--- src/rtl/pcint_pkg.sv ---
package pcint_pkg;
   localparam int PCINT_HALF_W_DEF  = 8;
   localparam int PCINT_HALVES_DEF  = 2;
   localparam int PCINT_SYNC_DEF    = 2;
   localparam int PCINT_SYNC_MIN    = 2;
endpackage

--- src/rtl/pcint_sync.sv ---
module pcint_sync #(
   parameter int WIDTH  = 16,
   parameter int STAGES = 2
) (
   input  logic             clk,
   input  logic             rst,
   input  logic [WIDTH-1:0] d,
   output logic [WIDTH-1:0] q
);
   import pcint_pkg::*;

   localparam int LAST = STAGES - 1;

   generate
      if (STAGES < PCINT_SYNC_MIN) begin : g_bad_stages
         $error("pcint_sync: STAGES must be at least 2");
      end
      if (WIDTH < 1) begin : g_bad_width
         $error("pcint_sync: WIDTH must be positive");
      end
   endgenerate

   logic [WIDTH-1:0] chain_q [STAGES];

   always_ff @(posedge clk) begin
      if (rst) begin
         for (int s = 0; s < STAGES; s++) chain_q[s] <= '0;
      end else begin
         chain_q[0] <= d;
         for (int s = 1; s < STAGES; s++) chain_q[s] <= chain_q[s-1];
      end
   end

   assign q = chain_q[LAST];
endmodule

--- src/rtl/pcint_half.sv ---
module pcint_half #(
   parameter int W = 8
) (
   input  logic         clk,
   input  logic         rst,
   input  logic [W-1:0] pin_s,
   input  logic [W-1:0] dir,
   input  logic         clr,
   output logic         pend
);
   generate
      if (W < 1) begin : g_bad_w
         $error("pcint_half: W must be positive");
      end
   endgenerate

   logic [W-1:0] base_q;
   logic [W-1:0] diff;
   logic         pend_q;

   assign diff = dir & (pin_s ^ base_q);

   always_ff @(posedge clk) begin
      if (rst) begin
         base_q <= '0;
         pend_q <= 1'b0;
      end else if (clr) begin
         base_q <= pin_s;
         pend_q <= 1'b0;
      end else begin
         pend_q <= |diff;
      end
   end

   assign pend = pend_q;


   clear_drop_chk: assert property (@(posedge clk) disable iff (rst)
      clr |=> !pend_q);


   baseline_reload_chk: assert property (@(posedge clk) disable iff (rst)
      clr |=> (base_q == $past(pin_s)));


   output_quiet_chk: assert property (@(posedge clk) disable iff (rst)
      (dir == '0) |=> !pend_q);


   pending_hold_chk: assert property (@(posedge clk) disable iff (rst)
      (pend_q && !clr && (|diff)) |=> pend_q);
endmodule

--- src/rtl/pcint_gen.sv ---
module pcint_gen #(
   parameter int HALF_W      = pcint_pkg::PCINT_HALF_W_DEF,
   parameter int HALVES      = pcint_pkg::PCINT_HALVES_DEF,
   parameter int SYNC_STAGES = pcint_pkg::PCINT_SYNC_DEF
) (
   input  logic                      clk,
   input  logic                      rst,
   input  logic [HALF_W*HALVES-1:0]  pin_raw,
   input  logic [HALF_W*HALVES-1:0]  dir_in,
   input  logic [HALVES-1:0]         rd_ack,
   input  logic                      stop_evt,
   output logic                      int_oe,
   output logic                      int_n
);
   localparam int PORT_W = HALF_W * HALVES;

   generate
      if (HALVES < 1) begin : g_bad_halves
         $error("pcint_gen: HALVES must be positive");
      end
   endgenerate

   logic [PORT_W-1:0] pin_s;
   logic [HALVES-1:0] clr_vec;
   logic [HALVES-1:0] pend_vec;

   pcint_sync #(.WIDTH(PORT_W), .STAGES(SYNC_STAGES)) i_sync (
      .clk (clk),
      .rst (rst),
      .d   (pin_raw),
      .q   (pin_s)
   );

   generate
      for (genvar h = 0; h < HALVES; h++) begin : g_half
         assign clr_vec[h] = rd_ack[h] | stop_evt;

         pcint_half #(.W(HALF_W)) i_half (
            .clk   (clk),
            .rst   (rst),
            .pin_s (pin_s[h*HALF_W +: HALF_W]),
            .dir   (dir_in[h*HALF_W +: HALF_W]),
            .clr   (clr_vec[h]),
            .pend  (pend_vec[h])
         );
      end
   endgenerate

   assign int_oe = |pend_vec;
   assign int_n  = ~int_oe;


   stop_clears_chk: assert property (@(posedge clk) disable iff (rst)
      stop_evt |=> !int_oe);


   reset_quiet_chk: assert property (@(posedge clk)
      rst |=> !int_oe);
endmodule

--- config.mk ---
export PLATFORM = sky130hd
export DESIGN_NAME = pcint_gen
export DESIGN_NICKNAME = d
export VERILOG_FILES = /design/src/rtl/pcint_pkg.sv /design/src/rtl/pcint_sync.sv /design/src/rtl/pcint_half.sv /design/src/rtl/pcint_gen.sv
export SDC_FILE = /design/constraint.sdc
export NUM_CORES = 1
export LEC_CHECK = 0
export BUFFER_PORTS_ARGS = -buffer_cell sky130_fd_sc_hd__buf_2
export CAP_MARGIN = 20
export CORE_MARGIN = 1
export CORE_UTILIZATION = 55
export CTS_BUF_LIST = sky130_fd_sc_hd__clkbuf_8
export CTS_CLUSTER_DIAMETER = 120
export DETAILED_ROUTE_END_ITERATION = 10
export HOLD_SLACK_MARGIN = 0.03
export PLACE_DENSITY = 0.85
export SYNTH_ARGS = -nofsm -noshare
export SYNTH_HDL_FRONTEND = slang
export SYNTH_SLANG_ARGS = --single-unit
export TNS_END_PERCENT = 1
--- constraint.sdc ---
create_clock -name clk -period 1.66 [get_ports clk]
set_input_delay 0.249 -clock clk [delete_from_list [all_inputs] [get_ports clk]]
set_output_delay 0.249 -clock clk [all_outputs]
set_load 0.01 [all_outputs]
==> results of run 1 <==
[cell usage after synthesis]
cell type  number
dfxtp_1        50
nor2b_1        32
a21oi_1        16
nand2_1        16
o21ai_0        16
xor2_1         16
clkbuf_1        5
a2111oi_2       2
a221oi_1        2
a221oi_2        2
a22o_1          2
a22o_2          2
buf_1           2
buf_2           2
nor2_1          2
inv_1           1
or2_2           1
[power breakdown]
| part | internal, mW | switching (mW) | leakage (nW) |
|---|---|---|---|
| clock | 0.642 | 0.362 | 0.0714 |
| sequential | 1.25 | 0.0224 | 0.411 |
| combinational | 0.0906 | 0.0859 | 0.437 |
| total | 1.98 | 0.471 | 0.919 |
[cells by family (layout without fill, tap and decap cells)]
kind of cell	Yosys count	count (layout)	share of synthesized area, %
AND/OR/NAND/NOR	51	51	15.8
flip-flops	50	50	57.8
AO/OA/AOI/OAI	42	42	15.9
XOR/XNOR	16	16	8.10
buffers and inverters	10	48	2.31
[cells in the final DEF (no fill, tap or decap)]
| master | n |
|---|---|
| a21oi_1 | 16 |
| nor2_1 | 2 |
| nor2b_1 | 32 |
| xor2_1 | 16 |
| a22o_2 | 2 |
| or2_2 | 1 |
| o21ai_0 | 16 |
| bufinv_16 | 2 |
| inv_1 | 1 |
| buf_2 | 38 |
| clkbuf_8 | 6 |
| a221oi_1 | 2 |
| a2111oi_2 | 2 |
| a22o_1 | 2 |
| buf_12 | 1 |
| a221oi_2 | 2 |
| nand2_1 | 16 |
| dfxtp_1 | 50 |
[flip-flops by register name, summed over array words and instances, names as in the netlist]
| signal | count |
|---|---|
| g_half.i_half.base_q | 16 |
| g_half.i_half.pend | 2 |
| i_sync.chain_q | 32 |
[critical path: stages, from the launching register on]
cell	delay (ns)
dfxtp_1	0.31
or2_2	0.30
inv_1	0.05
buf_2	0.11
[worst min path at each step]
stage / slack [ns] / end
2_1_floorplan: 0.33 / g_half[1].i_half.pend
3_3_place_gp: 0.42 / i_sync.chain_q[0][21]
3_5_place_dp: 0.42 / i_sync.chain_q[0][22]
4_1_cts: 0.16 / i_sync.chain_q[0][4]
5_1_grt: 0.16 / i_sync.chain_q[0][4]
6_report: 0.16 / i_sync.chain_q[0][8]
[per-stage QoR]
step | total power, mW | std cells
floorplan | 1.40 | 169
global placement | 1.46 | 241
detailed placement | 1.47 | 241
CTS | 2.47 | 249
global route | 2.55 | 249
finish | 2.45 | 249
[final cells by class]
cell class              instances  area, um^2  area share, %
clock buffers                   6        82.6           3.93
well taps                      42        52.6           2.50
repair buffers                 39         210           10.0
flip-flops and latches         50        1000           47.7
inverters                       1        3.75          0.179
clock inverters                 2        60.1           2.86
multi-input cells             109         689           32.8
[metal layers]
| layer | part of all wire [%] | vias up | routed length (um) | GRT usage [%] |
|---|---|---|---|---|
| met5 | 0 | - | 0 | 0 |
| met4 | 1.9 | 0 | 56 | 10.5 |
| met3 | 5.0 | 9 | 149 | 4.69 |
| met2 | 48 | 49 | 1430 | 32.5 |
| met1 | 45 | 570 | 1350 | 23.5 |
| li1 | - | 629 | - | - |
==> flow_summary.toml, run 1 <==
[outcome]
status = "completed"

[synth]
netlist_instances = 169
yosys.area.top_type_share_pct = 57.8
yosys.area.top_type = "dfxtp_1"
ys_seq_elements = 50
ys_types = 17
ys_seq_area_share_pct = 57.8
syn-num-nets = 206
synth.area.top_cells = "dfxtp_1 (58%), nor2b_1 (12%), xor2_1 (8.1%)"
netlist_area_um2 = 1730
avgSynthCellArea_um2 = 10.2
ys_warn_count = 0

[critical_path]
worstPathMaxFanout = 2
crit_end = "int_n"
endpoint_kind = "output port"
startpoint_type = "register"
worstRegToRegCells = 4
timing.rr.start = "g_half[0].i_half.base_q[7]"
r2r_slack_ns = 0.40
worstPathRequired_ns = 1.41
crit_start = "g_half[1].i_half.pend"
critical_path_arrival_ns = 1.07
r2r-end = "g_half[0].i_half.pend"
critical_path_class = "reg -> out"

[final_layout]
diodes = 0
nFillCells = 198
area_growth_pct = 21.3
postLayoutCoreUtil_pct = 73.0
drive_above_1_share_pct = 26.1
post-route-cell-area_um2 = 2100
num-nets-final = 243

[timing]
final.setup_skew_ns = 0.00387
finalSetupViolCount = 0
worst_pin_slew_ns = 0.564
fmax_mhz = 758
final_max_slew_viol_count = 0
hold-worst-slack_ns = 0.161
rsz0062_at_grt = "false"
period_share_pct = 79.5
final.min_clock_period_ns = 1.32
relSlewSlack_pct = 62.3
hold_viol_final = 0
setup_tns_ns = 0
setup_slack_ns = 0.340

[floorplanning]
die_x_um = 58.1
start_util_pct = 60.2
die_area_um2 = 3370
ios = 39
rows = 19
coreArea_um2 = 2880
die_y_um = 58.1

[place]
port_buffers = 38
gp_congestion = 0.802
place_area_um2 = 1960
post-dp-hpwl_um = 1950
pre_cts_slack_ns = 0.336

[worst_hold_path]
hold_path_class = "in -> reg"
whs_path_depth = 2
worstHoldStart = "pin_raw[8]"

[clocking]
clk_pin_slew_ns = 0.08
cts_resized = 0
cts_made_buffers = 5
clock_latency_ns = 0.29
cts-root-buf = "clkbuf_8"
cts_tree = "yes"
clkSinkCount = 50
h-tree-depth = 2
cts.path.max_buffers = 2
cts_setup_buffers = 0
hold_buffers = 0

[detailed_routing]
wl_per_cell_um = 12.0
ant_nets = 0
finalWirelength_um = 2990
dr.pass1.iters = 4
num_vias = 1257
avgViaCountPerCell = 5.05
drc = 0
first_iter_violations = 44

[global_routing]
grt_start_max_net_pins = 51
grt_pass1_vias = 1162
antenna_found_initial = 0
grt_overflow_total = 0
grt_usage_pct = 19.6
grt_pass1_wl_um = 4950

[power]
p_leak_nw = 0.919
p_per_area_nw_per_um2 = 1170
ir_worst_vdd_mv = 0.745

[run]
maxCapViolCount = 0
Note: power is estimated with default switching activity, not from simulation.
==> run 2: changes to the inputs <==
--- a/config.mk
+++ b/config.mk
@@ -8,12 +8,12 @@
 export BUFFER_PORTS_ARGS = -buffer_cell sky130_fd_sc_hd__buf_2
 export CAP_MARGIN = 20
 export CORE_MARGIN = 1
-export CORE_UTILIZATION = 55
+export CORE_UTILIZATION = 49
 export CTS_BUF_LIST = sky130_fd_sc_hd__clkbuf_8
 export CTS_CLUSTER_DIAMETER = 120
 export DETAILED_ROUTE_END_ITERATION = 10
 export HOLD_SLACK_MARGIN = 0.03
-export PLACE_DENSITY = 0.85
+export PLACE_DENSITY = 0.8
 export SYNTH_ARGS = -nofsm -noshare
 export SYNTH_HDL_FRONTEND = slang
 export SYNTH_SLANG_ARGS = --single-unit
==> constraint.sdc (replaced) <==
create_clock -name clk -period 1.07 [get_ports clk]
set_input_delay 0.1605 -clock clk [delete_from_list [all_inputs] [get_ports clk]]
set_output_delay 0.1605 -clock clk [all_outputs]
set_load 0.01 [all_outputs]
==> flow_summary.toml, run 2 (synthesized netlist as in run 1, its figures left out) <==
[outcome]
status = "finished, violations left"
violations = "setup timing"

[critical_path]
critical_path_arrival_ns = 1.36
crit_start = "g_half[0].i_half.base_q[3]"
endpoint_kind = "register"
worstPathMaxFanout = 2
startpoint_type = "register"
r2r_slack_ns = -0.09
worstRegToRegCells = 4
timing.rr.start = "g_half[0].i_half.base_q[3]"
r2r-end = "g_half[0].i_half.pend"
crit_end = "g_half[0].i_half.pend"
critical_path_class = "reg -> reg"
worstPathRequired_ns = 1.28

[final_layout]
post-route-cell-area_um2 = 2140
largest_reg_flops = 32
nFillCells = 301
diodes = 0
num-nets-final = 249
top_register = "i_sync.chain_q"
area_growth_pct = 23.9
final_cell_mix = "dfxtp_1 (37), buf_2 (36), nor2b_1 (32)"
final_common_cell = "dfxtp_1"
drive_above_1_share_pct = 35.7

[global_routing]
grt_start_max_net_pins = 26
grt_usage_pct = 16.3
antenna_found_initial = 0
grt_pass1_vias = 1030
grt_pass1_wl_um = 4400
grt_overflow_total = 0

[timing]
worst_pin_slew_ns = 0.258
setup_slack_ns = -0.0889
period_share_pct = 108
final_max_slew_viol_count = 0
hold_viol_final = 0
finalSetupViolCount = 4
final.min_clock_period_ns = 1.16
fmax_mhz = 863
final.setup_skew_ns = 0.00570
rsz0062_at_grt = "true"
relSlewSlack_pct = 82.8
setup_tns_ns = -0.306

[run]
maxCapViolCount = 0

[power]
finalPower_mw = 3.37
ir_worst_vdd_mv = 1.06
p_leak_nw = 0.936
p_per_area_nw_per_um2 = 1570

[place]
port_buffers = 38
gp_congestion = 0.740
post-dp-hpwl_um = 1960
pre_cts_slack_ns = -0.0835
place_area_um2 = 2020

[clocking]
cts_tree = "yes"
clkSinkCount = 50
clk_pin_slew_ns = 0.09
cts.path.max_buffers = 2
hold_buffers = 0
cts-root-buf = "clkbuf_8"
clock_latency_ns = 0.30
cts_made_buffers = 5
h-tree-depth = 2
cts_setup_buffers = 0

[worst_hold_path]
hold_path_class = "in -> reg"
whs_path_depth = 2

[detailed_routing]
ant_nets = 0
wl_per_cell_um = 10.7
num_vias = 1205
first_iter_violations = 24
finalWirelength_um = 2760
drc = 0
avgViaCountPerCell = 4.65
dr.pass1.iters = 6

[floorplanning]
die_y_um = 61.4
coreArea_um2 = 3360
rows = 21
start_util_pct = 51.5
die_area_um2 = 3770
die_x_um = 61.4
ios = 39
run 2: cell count changes in the layout (fill, tap and decap cells not counted), moves of 2 or more:
cell | previous run | this run
bufinv_16 | 2 | 0
buf_2 | 38 | 36
buf_6 | 0 | 2
buf_4 | 0 | 6
dfxtp_1 | 50 | 37
a221oi_2 | 2 | 4
a221oi_1 | 2 | 0
dfxtp_2 | 0 | 13
run 2: how the worst min path moves through the flow:
stage | startpoint | to
floorplan | rst | g_half[1].i_half.pend
global placement | pin_raw[14] | i_sync.chain_q[0][14]
detailed placement | pin_raw[12] | i_sync.chain_q[0][12]
CTS | pin_raw[3] | i_sync.chain_q[0][3]
global route | pin_raw[5] | i_sync.chain_q[0][5]
finish | pin_raw[3] | i_sync.chain_q[0][3]
run 2: through the flow:
step | cells | util [%] | hold slack, ns
after floorplan | 169 | - | 0.240
after global placement | 251 | 60.1 | 0.373
after detailed placement | 251 | 60.1 | 0.372
after CTS | 259 | 63.5 | 0.0531
after global routing | 259 | 63.8 | 0.0500
final | 259 | 63.8 | 0.0580
run 2: where the power goes:
group	total [mW]	internal [mW]	switching [mW]
combinational	0.305	0.166	0.139
clock	1.09	0.472	0.620
sequential	1.97	1.94	0.0320
total	3.37	2.58	0.791
run 2: routing by layer:
layer  vias to the layer above  part of all wire, %  global-route usage, %  routed length [um]
met5                         -                    0                      0                   0
met4                         0                  1.8                   6.67                  49
met3                         6                  4.5                   5.04                 124
met2                        29                   45                   25.6                1240
met1                       526                   49                   21.1                1350
li1                        644                    -                      -                   -
run 2: critical path, stage by stage, from the launching register on:
cell and delay, ns:
dfxtp_2 0.34, xor2_1 0.17, a22o_2 0.16, a221oi_2 0.04, a2111oi_2 0.35
run 2: final cells by class:
| type | instances | area [um^2] | area share, % |
|---|---|---|---|
| Tap cell | 46 | 57.6 | 2.68 |
| Timing Repair Buffer | 45 | 268 | 12.5 |
| Multi-Input combinational cell | 109 | 704 | 32.8 |
| Clock buffer | 5 | 68.8 | 3.21 |
| Clock inverter | 3 | 25.0 | 1.17 |
| Inverter | 1 | 3.75 | 0.175 |
| Sequential cell | 50 | 1020 | 47.4 |
run 2: timing repair:
action / CTS / global route
pin swaps: 4 / 5
setup endpoints to repair: 4 / 4
gates resized for setup: 12 / 4
==> run 3: changes to the inputs <==
==> constraint.sdc (replaced) <==
create_clock -name clk -period 1.07 [get_ports clk]
set_input_delay 0.0535 -clock clk [delete_from_list [all_inputs] [get_ports clk]]
set_output_delay 0.0535 -clock clk [all_outputs]
set_load 0.01 [all_outputs]
==> flow_summary.toml, run 3 (synthesized netlist as in run 1, its figures left out) <==
[detailed_routing]
num_vias = 1274
dr.pass1.iters = 4
first_iter_violations = 12
wl_per_cell_um = 10.5
avgViaCountPerCell = 4.62
finalWirelength_um = 2910
drc = 0
ant_nets = 0

[floorplanning]
die_x_um = 61.4
rows = 21
coreArea_um2 = 3360
die_y_um = 61.4
ios = 39
start_util_pct = 51.5
die_area_um2 = 3770

[critical_path]
worstPathMaxFanout = 2
critical_path_arrival_ns = 1.35
crit_start = "g_half[1].i_half.base_q[3]"
startpoint_type = "register"
timing.rr.start = "g_half[1].i_half.base_q[3]"
critical_path_class = "reg -> reg"
worstPathRequired_ns = 1.26
endpoint_kind = "register"

[place]
port_buffers = 38
gp_congestion = 0.725
place_area_um2 = 2020
post-dp-hpwl_um = 2010
placed_cells = 251

[power]
p_per_area_nw_per_um2 = 1490
ir_worst_vdd_mv = 1.07
finalPower_mw = 3.44
p_leak_nw = 1.01

[clocking]
h-tree-depth = 2
clk_pin_slew_ns = 0.09
cts.path.max_buffers = 2
cts_made_buffers = 5
cts-root-buf = "clkbuf_8"
clock_latency_ns = 0.29
clkSinkCount = 50
cts_tree = "yes"

[outcome]
violations = "setup timing"
status = "finished, violations left"

[timing]
worst_pin_slew_ns = 0.274
fmax_mhz = 865
rsz0062_at_grt = "true"
final.setup_skew_ns = 0.00174
final.min_clock_period_ns = 1.16
finalSetupViolCount = 2
setup_slack_ns = -0.0862
period_share_pct = 108
hold_viol_final = 0
relSlewSlack_pct = 81.7
final_max_slew_viol_count = 0

[global_routing]
grt_pass1_wl_um = 4730
grt_start_max_net_pins = 28
grt_usage_pct = 17.4
grt_pass1_vias = 1144
grt_overflow_total = 0
antenna_found_initial = 0

[final_layout]
post-route-cell-area_um2 = 2300
final_common_cell = "buf_2"
final_cell_mix = "buf_2 (38), dfxtp_1 (37), nor2b_1 (32)"
diodes = 0
drive_above_1_share_pct = 33.0
stdcell_count = 276
area_growth_pct = 33.2
num-nets-final = 266
top_register = "i_sync.chain_q"
largest_reg_flops = 32

[worst_hold_path]
worstHoldStart = "rd_ack[1]"
hold_path_class = "in -> reg"

[run]
maxCapViolCount = 0
## run 3: cell types whose count changed in the layout (fill, tap and decap cells not counted), sizes merged
cell	change
dlygate4sd3	+16
buf	+1
clkbuf	+1
clkinv	-1
## run 3: path summary, 6_finish.rpt
path                            to  slack [ns]  cells past startpoint
max          g_half[1].i_half.pend       -0.09                      4
min          g_half[1].i_half.pend        0.04                      2
max reg2reg  g_half[1].i_half.pend       -0.09                      4
min reg2reg  i_sync.chain_q[0][31]        0.44                      1
## run 3: final cells by class
type	count	area, um^2
multi-input combinational	109	704
clock inverter	2	16.3
timing repair buffer	62	423
inverter	1	3.75
sequential	50	1020
tap	46	57.6
fill	290	1060
clock buffer	6	82.6
## run 3: report_power, final
part / internal [mW] / total, mW / switching [mW]
Sequential: 1.94 / 1.97 / 0.0332
Clock: 0.532 / 1.12 / 0.591
Combinational: 0.199 / 0.342 / 0.143
Total: 2.67 / 3.44 / 0.767
## run 3: what timing repair did
action / 4_1_cts / 5_1_grt
endpoints found under the hold margin: 16 / 0
setup buffers: 1 / 0
gates resized for setup: 9 / 4
endpoints found under the setup margin: 4 / 3
hold buffers: 16 / 0
pin swaps: 7 / 1
## run 3: critical path: stages (launching register included)
cell	delay [ns]
dfxtp_2	0.35
xor2_1	0.16
a22o_2	0.16
a221oi_2	0.04
a2111oi_2	0.35
## run 3: stage by stage
| step | TNS [ns] | hold WS (ns) | utilization [%] | worst slack [ns] |
|---|---|---|---|---|
| 5_1_grt | -0.447 | 0.0521 | 68.5 | -0.208 |
| 4_1_cts | -0.171 | 0.0314 | 68.4 | -0.0921 |
| 3_3_place_gp | -0.136 | 0.267 | 60.1 | -0.0845 |
| 3_5_place_dp | -0.220 | 0.266 | 60.1 | -0.119 |
| 6_report | -0.147 | 0.0445 | 68.5 | -0.0862 |
| 2_1_floorplan | -0.0260 | 0.133 | - | -0.0134 |
## run 3: routing by layer
metal,GRT usage [%],part of all wire [%]
met1,21.8,45
met4,5.71,0.58
met2,29.5,50
met5,0,0
met3,4.41,4.3
